$ cat src/rtl/cal_pkg.sv
package cal_pkg;

    localparam int WORD_W   = 32;
    localparam int SEC_W    = 6;
    localparam int MIN_W    = 6;
    localparam int HOUR_W   = 5;
    localparam int DAY_W    = 5;
    localparam int MON_W    = 4;
    localparam int YEAR_W   = 6;

    localparam int SEC_LSB  = 0;
    localparam int MIN_LSB  = 8;
    localparam int HOUR_LSB = 16;
    localparam int DAY_LSB  = 0;
    localparam int MON_LSB  = 8;
    localparam int YEAR_LSB = 16;
    localparam int LEAP_BIT = 22;

    localparam int BUSY_DATE_BIT = 7;
    localparam int BUSY_TIME_BIT = 8;

    localparam int BASE_YEAR = 1970;
    localparam int LAST_SEC  = 59;
    localparam int LAST_MIN  = 59;
    localparam int LAST_HOUR = 23;
    localparam int LAST_MON  = 12;

    localparam int NUM_SLOTS = 2;
    localparam int SLOT_TIME = 0;
    localparam int SLOT_DATE = 1;

    typedef struct packed {
        logic [HOUR_W-1:0] hour;
        logic [MIN_W-1:0]  min;
        logic [SEC_W-1:0]  sec;
    } hms_t;

    typedef struct packed {
        logic              leap;
        logic [YEAR_W-1:0] year;
        logic [MON_W-1:0]  mon;
        logic [DAY_W-1:0]  day;
    } ymd_t;

    function automatic hms_t word_to_hms(input logic [WORD_W-1:0] w);
        hms_t h;
        h.sec  = w[SEC_LSB  +: SEC_W];
        h.min  = w[MIN_LSB  +: MIN_W];
        h.hour = w[HOUR_LSB +: HOUR_W];
        return h;
    endfunction

    function automatic logic [WORD_W-1:0] hms_to_word(input hms_t h);
        logic [WORD_W-1:0] w;
        w = '0;
        w[SEC_LSB  +: SEC_W]  = h.sec;
        w[MIN_LSB  +: MIN_W]  = h.min;
        w[HOUR_LSB +: HOUR_W] = h.hour;
        return w;
    endfunction

    function automatic ymd_t word_to_ymd(input logic [WORD_W-1:0] w);
        ymd_t d;
        d.day  = w[DAY_LSB  +: DAY_W];
        d.mon  = w[MON_LSB  +: MON_W];
        d.year = w[YEAR_LSB +: YEAR_W];
        d.leap = w[LEAP_BIT];
        return d;
    endfunction

    function automatic logic [WORD_W-1:0] ymd_to_word(input ymd_t d);
        logic [WORD_W-1:0] w;
        w = '0;
        w[DAY_LSB  +: DAY_W]  = d.day;
        w[MON_LSB  +: MON_W]  = d.mon;
        w[YEAR_LSB +: YEAR_W] = d.year;
        w[LEAP_BIT]           = d.leap;
        return w;
    endfunction

    function automatic logic [DAY_W-1:0] month_last_day(input logic [MON_W-1:0] mon,
                                                         input logic leap);
        logic [DAY_W-1:0] n;
        case (mon)
            MON_W'(2):  n = leap ? DAY_W'(29) : DAY_W'(28);
            MON_W'(4),
            MON_W'(6),
            MON_W'(9),
            MON_W'(11): n = DAY_W'(30);
            default:    n = DAY_W'(31);
        endcase
        return n;
    endfunction

    function automatic logic leap_of(input logic [YEAR_W-1:0] yr);
        int y;
        y = int'(yr) + BASE_YEAR;
        return logic'((y % 4) == 0);
    endfunction

endpackage

$ cat src/rtl/cal_commit_slot.sv
module cal_commit_slot
#(
    parameter int W = 32
)
(
    input  logic         clk_i,
    input  logic         rst_ni,
    input  logic         wr_i,
    input  logic [W-1:0] wr_data_i,
    input  logic         take_i,
    output logic         busy_o,
    output logic [W-1:0] data_o
);

    typedef struct packed {
        logic         busy;
        logic [W-1:0] data;
    } slot_t;

    slot_t st_q, st_d;

    always_comb begin
        st_d = st_q;
        if (take_i) begin
            st_d.busy = 1'b0;
        end
        if (wr_i) begin
            st_d.busy = 1'b1;
            st_d.data = wr_data_i;
        end
    end

    always_ff @(posedge clk_i or negedge rst_ni) begin
        if (!rst_ni) begin
            st_q <= '0;
        end else begin
            st_q <= st_d;
        end
    end

    assign busy_o = st_q.busy;
    assign data_o = st_q.data;

    assert_busy_set_R3: assert property (@(posedge clk_i) disable iff (!rst_ni)
        wr_i |=> busy_o);

    assert_busy_clear_R5: assert property (@(posedge clk_i) disable iff (!rst_ni)
        (busy_o && take_i && !wr_i) |=> !busy_o);

    assert_last_write_R12: assert property (@(posedge clk_i) disable iff (!rst_ni)
        wr_i |=> (data_o == $past(wr_data_i)));

endmodule

$ cat src/rtl/cal_hms_counter.sv
module cal_hms_counter
    import cal_pkg::*;
(
    input  logic clk_i,
    input  logic rst_ni,
    input  logic step_i,
    input  logic load_i,
    input  hms_t load_val_i,
    output hms_t hms_o,
    output logic day_carry_o
);

    hms_t hms_q, hms_d;
    logic carry;

    always_comb begin
        hms_d = hms_q;
        carry = 1'b0;
        if (load_i) begin
            hms_d = load_val_i;
        end else if (step_i) begin
            if (hms_q.sec >= SEC_W'(LAST_SEC)) begin
                hms_d.sec = '0;
                if (hms_q.min >= MIN_W'(LAST_MIN)) begin
                    hms_d.min = '0;
                    if (hms_q.hour >= HOUR_W'(LAST_HOUR)) begin
                        hms_d.hour = '0;
                        carry      = 1'b1;
                    end else begin
                        hms_d.hour = hms_q.hour + HOUR_W'(1);
                    end
                end else begin
                    hms_d.min = hms_q.min + MIN_W'(1);
                end
            end else begin
                hms_d.sec = hms_q.sec + SEC_W'(1);
            end
        end
    end

    always_ff @(posedge clk_i or negedge rst_ni) begin
        if (!rst_ni) begin
            hms_q <= '0;
        end else begin
            hms_q <= hms_d;
        end
    end

    assign hms_o       = hms_q;
    assign day_carry_o = carry;

    assert_sec_wrap_R7: assert property (@(posedge clk_i) disable iff (!rst_ni)
        (step_i && !load_i && hms_q.sec == SEC_W'(LAST_SEC)) |=> (hms_q.sec == '0));

    assert_hms_hold_R11: assert property (@(posedge clk_i) disable iff (!rst_ni)
        (!step_i && !load_i) |=> $stable(hms_q));

endmodule

$ cat src/rtl/cal_ymd_counter.sv
module cal_ymd_counter
    import cal_pkg::*;
(
    input  logic clk_i,
    input  logic rst_ni,
    input  logic step_i,
    input  logic load_i,
    input  ymd_t load_val_i,
    output ymd_t ymd_o
);

    localparam ymd_t YMD_RESET = '{leap: 1'b0, year: '0, mon: MON_W'(1), day: DAY_W'(1)};

    ymd_t ymd_q, ymd_d;
    logic [DAY_W-1:0]  last_day;
    logic [YEAR_W-1:0] next_year;

    always_comb begin
        ymd_d     = ymd_q;
        last_day  = month_last_day(ymd_q.mon, ymd_q.leap);
        next_year = ymd_q.year + YEAR_W'(1);
        if (load_i) begin
            ymd_d = load_val_i;
        end else if (step_i) begin
            if (ymd_q.day >= last_day) begin
                ymd_d.day = DAY_W'(1);
                if (ymd_q.mon >= MON_W'(LAST_MON)) begin
                    ymd_d.mon  = MON_W'(1);
                    ymd_d.year = next_year;
                    ymd_d.leap = leap_of(next_year);
                end else begin
                    ymd_d.mon = ymd_q.mon + MON_W'(1);
                end
            end else begin
                ymd_d.day = ymd_q.day + DAY_W'(1);
            end
        end
    end

    always_ff @(posedge clk_i or negedge rst_ni) begin
        if (!rst_ni) begin
            ymd_q <= YMD_RESET;
        end else begin
            ymd_q <= ymd_d;
        end
    end

    assign ymd_o = ymd_q;

    assert_year_wrap_R10: assert property (@(posedge clk_i) disable iff (!rst_ni)
        (step_i && !load_i && ymd_q.mon == MON_W'(LAST_MON) && ymd_q.day == DAY_W'(31))
        |=> (ymd_q.mon == MON_W'(1) && ymd_q.day == DAY_W'(1)));

    assert_ymd_hold_R11: assert property (@(posedge clk_i) disable iff (!rst_ni)
        (!step_i && !load_i) |=> $stable(ymd_q));

endmodule

$ cat src/rtl/cal_clock_top.sv
module cal_clock_top
    import cal_pkg::*;
(
    input  logic              clk_i,
    input  logic              rst_ni,
    input  logic              tick_i,
    input  logic              wr_en_i,
    input  logic              wr_sel_i,
    input  logic [WORD_W-1:0] wr_data_i,
    output logic [WORD_W-1:0] time_o,
    output logic [WORD_W-1:0] date_o,
    output logic [WORD_W-1:0] status_o
);

    localparam logic [WORD_W-1:0] TIME_MASK = hms_to_word(hms_t'('1));
    localparam logic [WORD_W-1:0] DATE_MASK = ymd_to_word(ymd_t'('1));

    logic [NUM_SLOTS-1:0] busy;
    logic [WORD_W-1:0]    pend_data [NUM_SLOTS];

    for (genvar g = 0; g < NUM_SLOTS; g++) begin : g_slot
        logic slot_wr;
        assign slot_wr = wr_en_i && (wr_sel_i == (g == SLOT_DATE));
        cal_commit_slot #(.W(WORD_W)) u_slot (
            .clk_i     (clk_i),
            .rst_ni    (rst_ni),
            .wr_i      (slot_wr),
            .wr_data_i (wr_data_i),
            .take_i    (tick_i),
            .busy_o    (busy[g]),
            .data_o    (pend_data[g])
        );
    end

    logic step_sec;
    logic day_carry;
    hms_t hms;
    ymd_t ymd;

    assign step_sec = tick_i && !(|busy);

    cal_hms_counter u_hms (
        .clk_i       (clk_i),
        .rst_ni      (rst_ni),
        .step_i      (step_sec),
        .load_i      (tick_i && busy[SLOT_TIME]),
        .load_val_i  (word_to_hms(pend_data[SLOT_TIME])),
        .hms_o       (hms),
        .day_carry_o (day_carry)
    );

    cal_ymd_counter u_ymd (
        .clk_i      (clk_i),
        .rst_ni     (rst_ni),
        .step_i     (day_carry),
        .load_i     (tick_i && busy[SLOT_DATE]),
        .load_val_i (word_to_ymd(pend_data[SLOT_DATE])),
        .ymd_o      (ymd)
    );

    always_comb begin
        status_o                = '0;
        status_o[BUSY_TIME_BIT] = busy[SLOT_TIME];
        status_o[BUSY_DATE_BIT] = busy[SLOT_DATE];
    end

    assign time_o = hms_to_word(hms);
    assign date_o = ymd_to_word(ymd);

    assert_commit_time_R5: assert property (@(posedge clk_i) disable iff (!rst_ni)
        (tick_i && busy[SLOT_TIME]) |=> (time_o == ($past(pend_data[SLOT_TIME]) & TIME_MASK)));

    assert_commit_date_R5: assert property (@(posedge clk_i) disable iff (!rst_ni)
        (tick_i && busy[SLOT_DATE]) |=> (date_o == ($past(pend_data[SLOT_DATE]) & DATE_MASK)));

    assert_commit_holds_R6: assert property (@(posedge clk_i) disable iff (!rst_ni)
        (tick_i && busy[SLOT_DATE] && !busy[SLOT_TIME]) |=> $stable(time_o));

    assert_no_tick_idle_R11: assert property (@(posedge clk_i) disable iff (!rst_ni)
        !tick_i |=> ($stable(time_o) && $stable(date_o)));

endmodule

$ cat config.mk
export PLATFORM = sky130hd
export DESIGN_NAME = cal_clock_top
export DESIGN_NICKNAME = d
export VERILOG_FILES = /design/src/rtl/cal_pkg.sv /design/src/rtl/cal_commit_slot.sv /design/src/rtl/cal_hms_counter.sv /design/src/rtl/cal_ymd_counter.sv /design/src/rtl/cal_clock_top.sv
export SDC_FILE = /design/constraint.sdc
export NUM_CORES = 1
export LEC_CHECK = 0
export ABC_AREA = 1
export BUFFER_PORTS_ARGS = -buffer_cell sky130_fd_sc_hd__buf_2
export CORE_MARGIN = 1.5
export CORE_UTILIZATION = 45
export CTS_BUF_LIST = sky130_fd_sc_hd__clkbuf_4
export DETAILED_ROUTE_END_ITERATION = 12
export GPL_ROUTABILITY_DRIVEN = 0
export PLACE_DENSITY = 0.75
export SLEW_MARGIN = 20
export SYNTH_ARGS = -nofsm -noshare
export SYNTH_HDL_FRONTEND = slang
export SYNTH_SLANG_ARGS = --single-unit
$ cat constraint.sdc
create_clock -name clk_i -period 2.3 [get_ports clk_i]
set_input_delay 0.345 -clock clk_i [delete_from_list [all_inputs] [get_ports clk_i]]
set_output_delay 0.345 -clock clk_i [all_outputs]
set_load 0.01 [all_outputs]
==> impl_metrics.ini <==
[die]
num_rows = 34
die_height_microns = 98.1
design.portCount = 133
chipWidth_microns = 98.1
core_region_area_sq_mm = 0.00876
floorplan.initialDensity_pct = 46.4
dieArea_sq_mm = 0.00962

[worst_setup_path]
worst_r2r_startpoint = u_ymd.ymd_o[5]$_DFFE_PN1P_
arrival_ns = 2.52
worstSetupEndpoint = u_ymd.ymd_o[12]$_DFFE_PN0P_
worstRegToRegCells = 13
reg2reg_slack_ns = 0.08
critical_path_most_common_cell = nand2_1
cell_chain_critical_path = inv_4, ha_4, o21ai_2, nand2_1, a21oi_2, ha_1, o21ai_1, nand2_1, nand2_2, o21bai_4, buf_12, nand3_2, nand2_1
worst-endpoint-required_ns = 2.60
cp-start-kind = flip-flop
worstReg2RegEnd = u_ymd.ymd_o[12]$_DFFE_PN0P_
slowest_stage = dfstp_2
cp_max_fo = 7
critPathKind = reg -> reg
critPathLaunch = u_ymd.ymd_o[5]$_DFFE_PN1P_
worst_path_largest_cell_delay_ns = 0.61
timing.critical_path.to_type = flip-flop

[clock_tree]
clock_root_buffer = clkbuf_4
clkTransAtPathRegs_ns = 0.12
clk-insertion-delay-late_ns = 0.41
tritoncts.num_buffers = 9
max-clock-path-buffers = 2
cts.sink_count = 68
cts_max_level = 3
tritoncts = done

[logic_synthesis]
synth_top_flop_cell = dfrtp_1
synthesized_area_divided_by_synthesized_cell_count_sq_um = 8.00
synthMuxAreaShare_pct = 0.553
fraction_of_synthesis_flops_using_an_asynchronous_set_or_reset_pin_pct = 100
number_of_enable_type_register_cells_in_the_synthesized_netlist = 0
synth.area.top_cells = dfrtp_1 (41%), nand2_1 (14%), buf_4 (12%)
adder_and_majority_cell_fraction_of_the_synthesized_area_pct = 3.69
ys_top_cells_by_count = nand2_1 (149), dfrtp_1 (66), buf_4 (64), o21ai_0 (54), inv_1 (42)
mappedNetlistArea_sq_mm = 0.00407
synthXorXnorAreaFrac_pct = 2.37
yosysWarningCount = 0
synth_top_area_share_pct = 40.6
yosys.area_share.simple_pct = 24.2
portion_of_the_post_synthesis_area_used_by_sequential_elements_pct = 41.9
synth.lib_cells_used.distinct = 37
combinational_family_with_the_most_area_after_synthesis = simple AND/OR/NAND/NOR gates
synth_compound_area_share_pct = 9.62
synthMostInstantiatedCell = nand2_1
synth_area_leader_cell = dfrtp_1
mapped_cells = 509
synth.ff_latch_count = 68

[pwr]
power.density_cell_area_mw_per_mm2 = 873
p_seq_share_pct = 45.5
power_switching_w = 0.00158
power.switching_fraction_pct = 40.1
internal_power_w = 0.00236
total_leakage_power_nw = 2.45
clock_power_share_pct = 16.4
power.share.combinational_pct = 38.1
total_power_w = 0.00394
max-vdd-ir-drop_mv = 0.410

[timing]
setup_repair_after_global_routing_missed_its_margin = true
final_period_minus_worst_setup_slack_ns = 2.22
max_slew.worst_pin.slew_ns = 0.649
fmax_mhz = 451
fin_skew_ns = 0.0193
timing.slew.headroom_pct = 56.6
final_hold_vio_count = 0
finalCritPeriodShare_pct = 96.4
report.final.setup_viol = 0
maxSlewViolCount = 0
hold-worst-slack_ns = 0.157

[finish]
multi_input_area_sq_mm = 0.00197
final_net_count = 627
layout_area_overhead_pct = 10.8
final_layout_size_suffix_gt1_share_pct = 21.1
antennaDiodeCount = 0
finish.instance_area_sq_mm = 0.00451
regArea_sq_mm = 0.00171
final_core_utilization_pct = 51.5
fillCellCount = 850

[grt]
grt_pass1_wl_microns = 13300
grt_start_max_net_pins = 69
grt_antenna_before_repair = 0
vias_in_the_first_global_route = 2943
grt_remaining_overflow = 0
grt_usage_pct = 17.2

[detailed_routing]
drt_pass1_iterations = 5
drc_errors = 0
routed_wirelength_microns = 8220
viasPerCell = 4.89
drt-wirelength-per-cell_microns = 11.9
ant_nets = 0
route.vias.total = 3376
detailedRoute.firstIterationViolations = 193

[min_path]
hold_path_cell_cnt = 2
hold_path_class = in -> reg

[run]
maxCapViolations = 0

[place]
dpl_cell_area_sq_mm = 0.00425
dp_hpwl_microns = 5970
placement.io_buffers = 58

[status]
status = complete, no violations
[worst max-delay path, delay by kind of cell (launching register included)]
| kind | cells | cell delay [ns] |
|---|---|---|
| flops | 1 | 0.61 |
| compound gates | 4 | 0.49 |
| simple gates | 5 | 0.40 |
| fa+ha+maj | 2 | 0.39 |
| buf+inv | 2 | 0.22 |
[through the flow]
stage / setup slack [ns] / std cells / TNS, ns
6_report: 0.0838 / 691 / 0
5_1_grt: -0.0862 / 691 / -0.491
4_1_cts: 0.0196 / 687 / 0
3_5_place_dp: -0.0138 / 670 / -0.0237
3_3_place_gp: 0.0257 / 670 / 0
2_1_floorplan: 0.109 / 569 / 0
[cells by family after synthesis]
logic type / Yosys count
AO/OA/AOI/OAI: 70
multiplexers: 2
buffers and inverters: 120
AND/OR/NAND/NOR: 225
other: 1
XOR/XNOR: 11
adder cells (fa/ha/maj): 12
flip-flops: 68
[placed cells by master, fill, tap and decap left out, types with 5 or more instances in the layout]
| master | n |
|---|---|
| clkbuf_4 | 11 |
| xor2_1 | 7 |
| nand3_2 | 5 |
| ha_1 | 9 |
| nand2_1 | 145 |
| nor2_1 | 22 |
| dfrtp_1 | 65 |
| buf_2 | 58 |
| buf_4 | 9 |
| nand2_2 | 7 |
| conb_1 | 61 |
| inv_1 | 41 |
| o21ai_0 | 50 |
| inv_2 | 5 |
| nand3_1 | 31 |
[final cells by class]
type / instances / share of cell area [%]
multi-input combinational: 381 / 43.6
sequential: 68 / 37.8
timing repair buffer: 71 / 9.30
inverter: 47 / 3.97
tap: 108 / 3.00
clock buffer: 11 / 1.83
clock inverter: 5 / 0.444
[metal layers]
layer	vias to the layer above	GRT usage (%)	part of all wire (%)
met1	1590	22.6	44
met3	14	4.37	6.1
met5	-	0	0
met4	0	5.71	1.6
li1	1639	-	-
met2	133	27.7	48
[power groups by stage]
stage | combinational, W | sequential, W | clock, W
global placement | 0.00131 | 0.00178 | 0
floorplan | 0.000880 | 0.00185 | 0
detailed placement | 0.00137 | 0.00180 | 0
CTS | 0.00138 | 0.00178 | 0.000655
finish | 0.00150 | 0.00179 | 0.000646
global route | 0.00169 | 0.00184 | 0.000715
[repair_timing]
item                                    CTS  global route
pin swaps                                 0            14
endpoints found under the setup margin   10            16
endpoints found under the hold margin    66             0
buffers inserted                          0             4
hold buffers                              1             0
gates resized for setup                   3            24
[worst min-delay path by stage]
stage,startpoint,endpoint
floorplan,rst_ni,g_slot[0].u_slot.busy_o$_DFFE_PN0P_
global placement,rst_ni,u_ymd.ymd_o[11]$_DFFE_PN0P_
detailed placement,rst_ni,u_ymd.ymd_o[11]$_DFFE_PN0P_
CTS,wr_data_i[21],g_slot[1].u_slot.data_o[21]$_DFFE_PN0P_
global route,wr_data_i[21],g_slot[1].u_slot.data_o[21]$_DFFE_PN0P_
finish,wr_data_i[21],g_slot[1].u_slot.data_o[21]$_DFFE_PN0P_
[state kept, by name (all words and copies together), names as in the netlist]
| signal | count |
|---|---|
| u_hms.hms_o | 17 |
| u_ymd.ymd_o | 16 |
| g_slot.u_slot.data_o | 33 |
| g_slot.u_slot.busy_o | 2 |
Note: power is estimated with default switching activity, not from simulation.
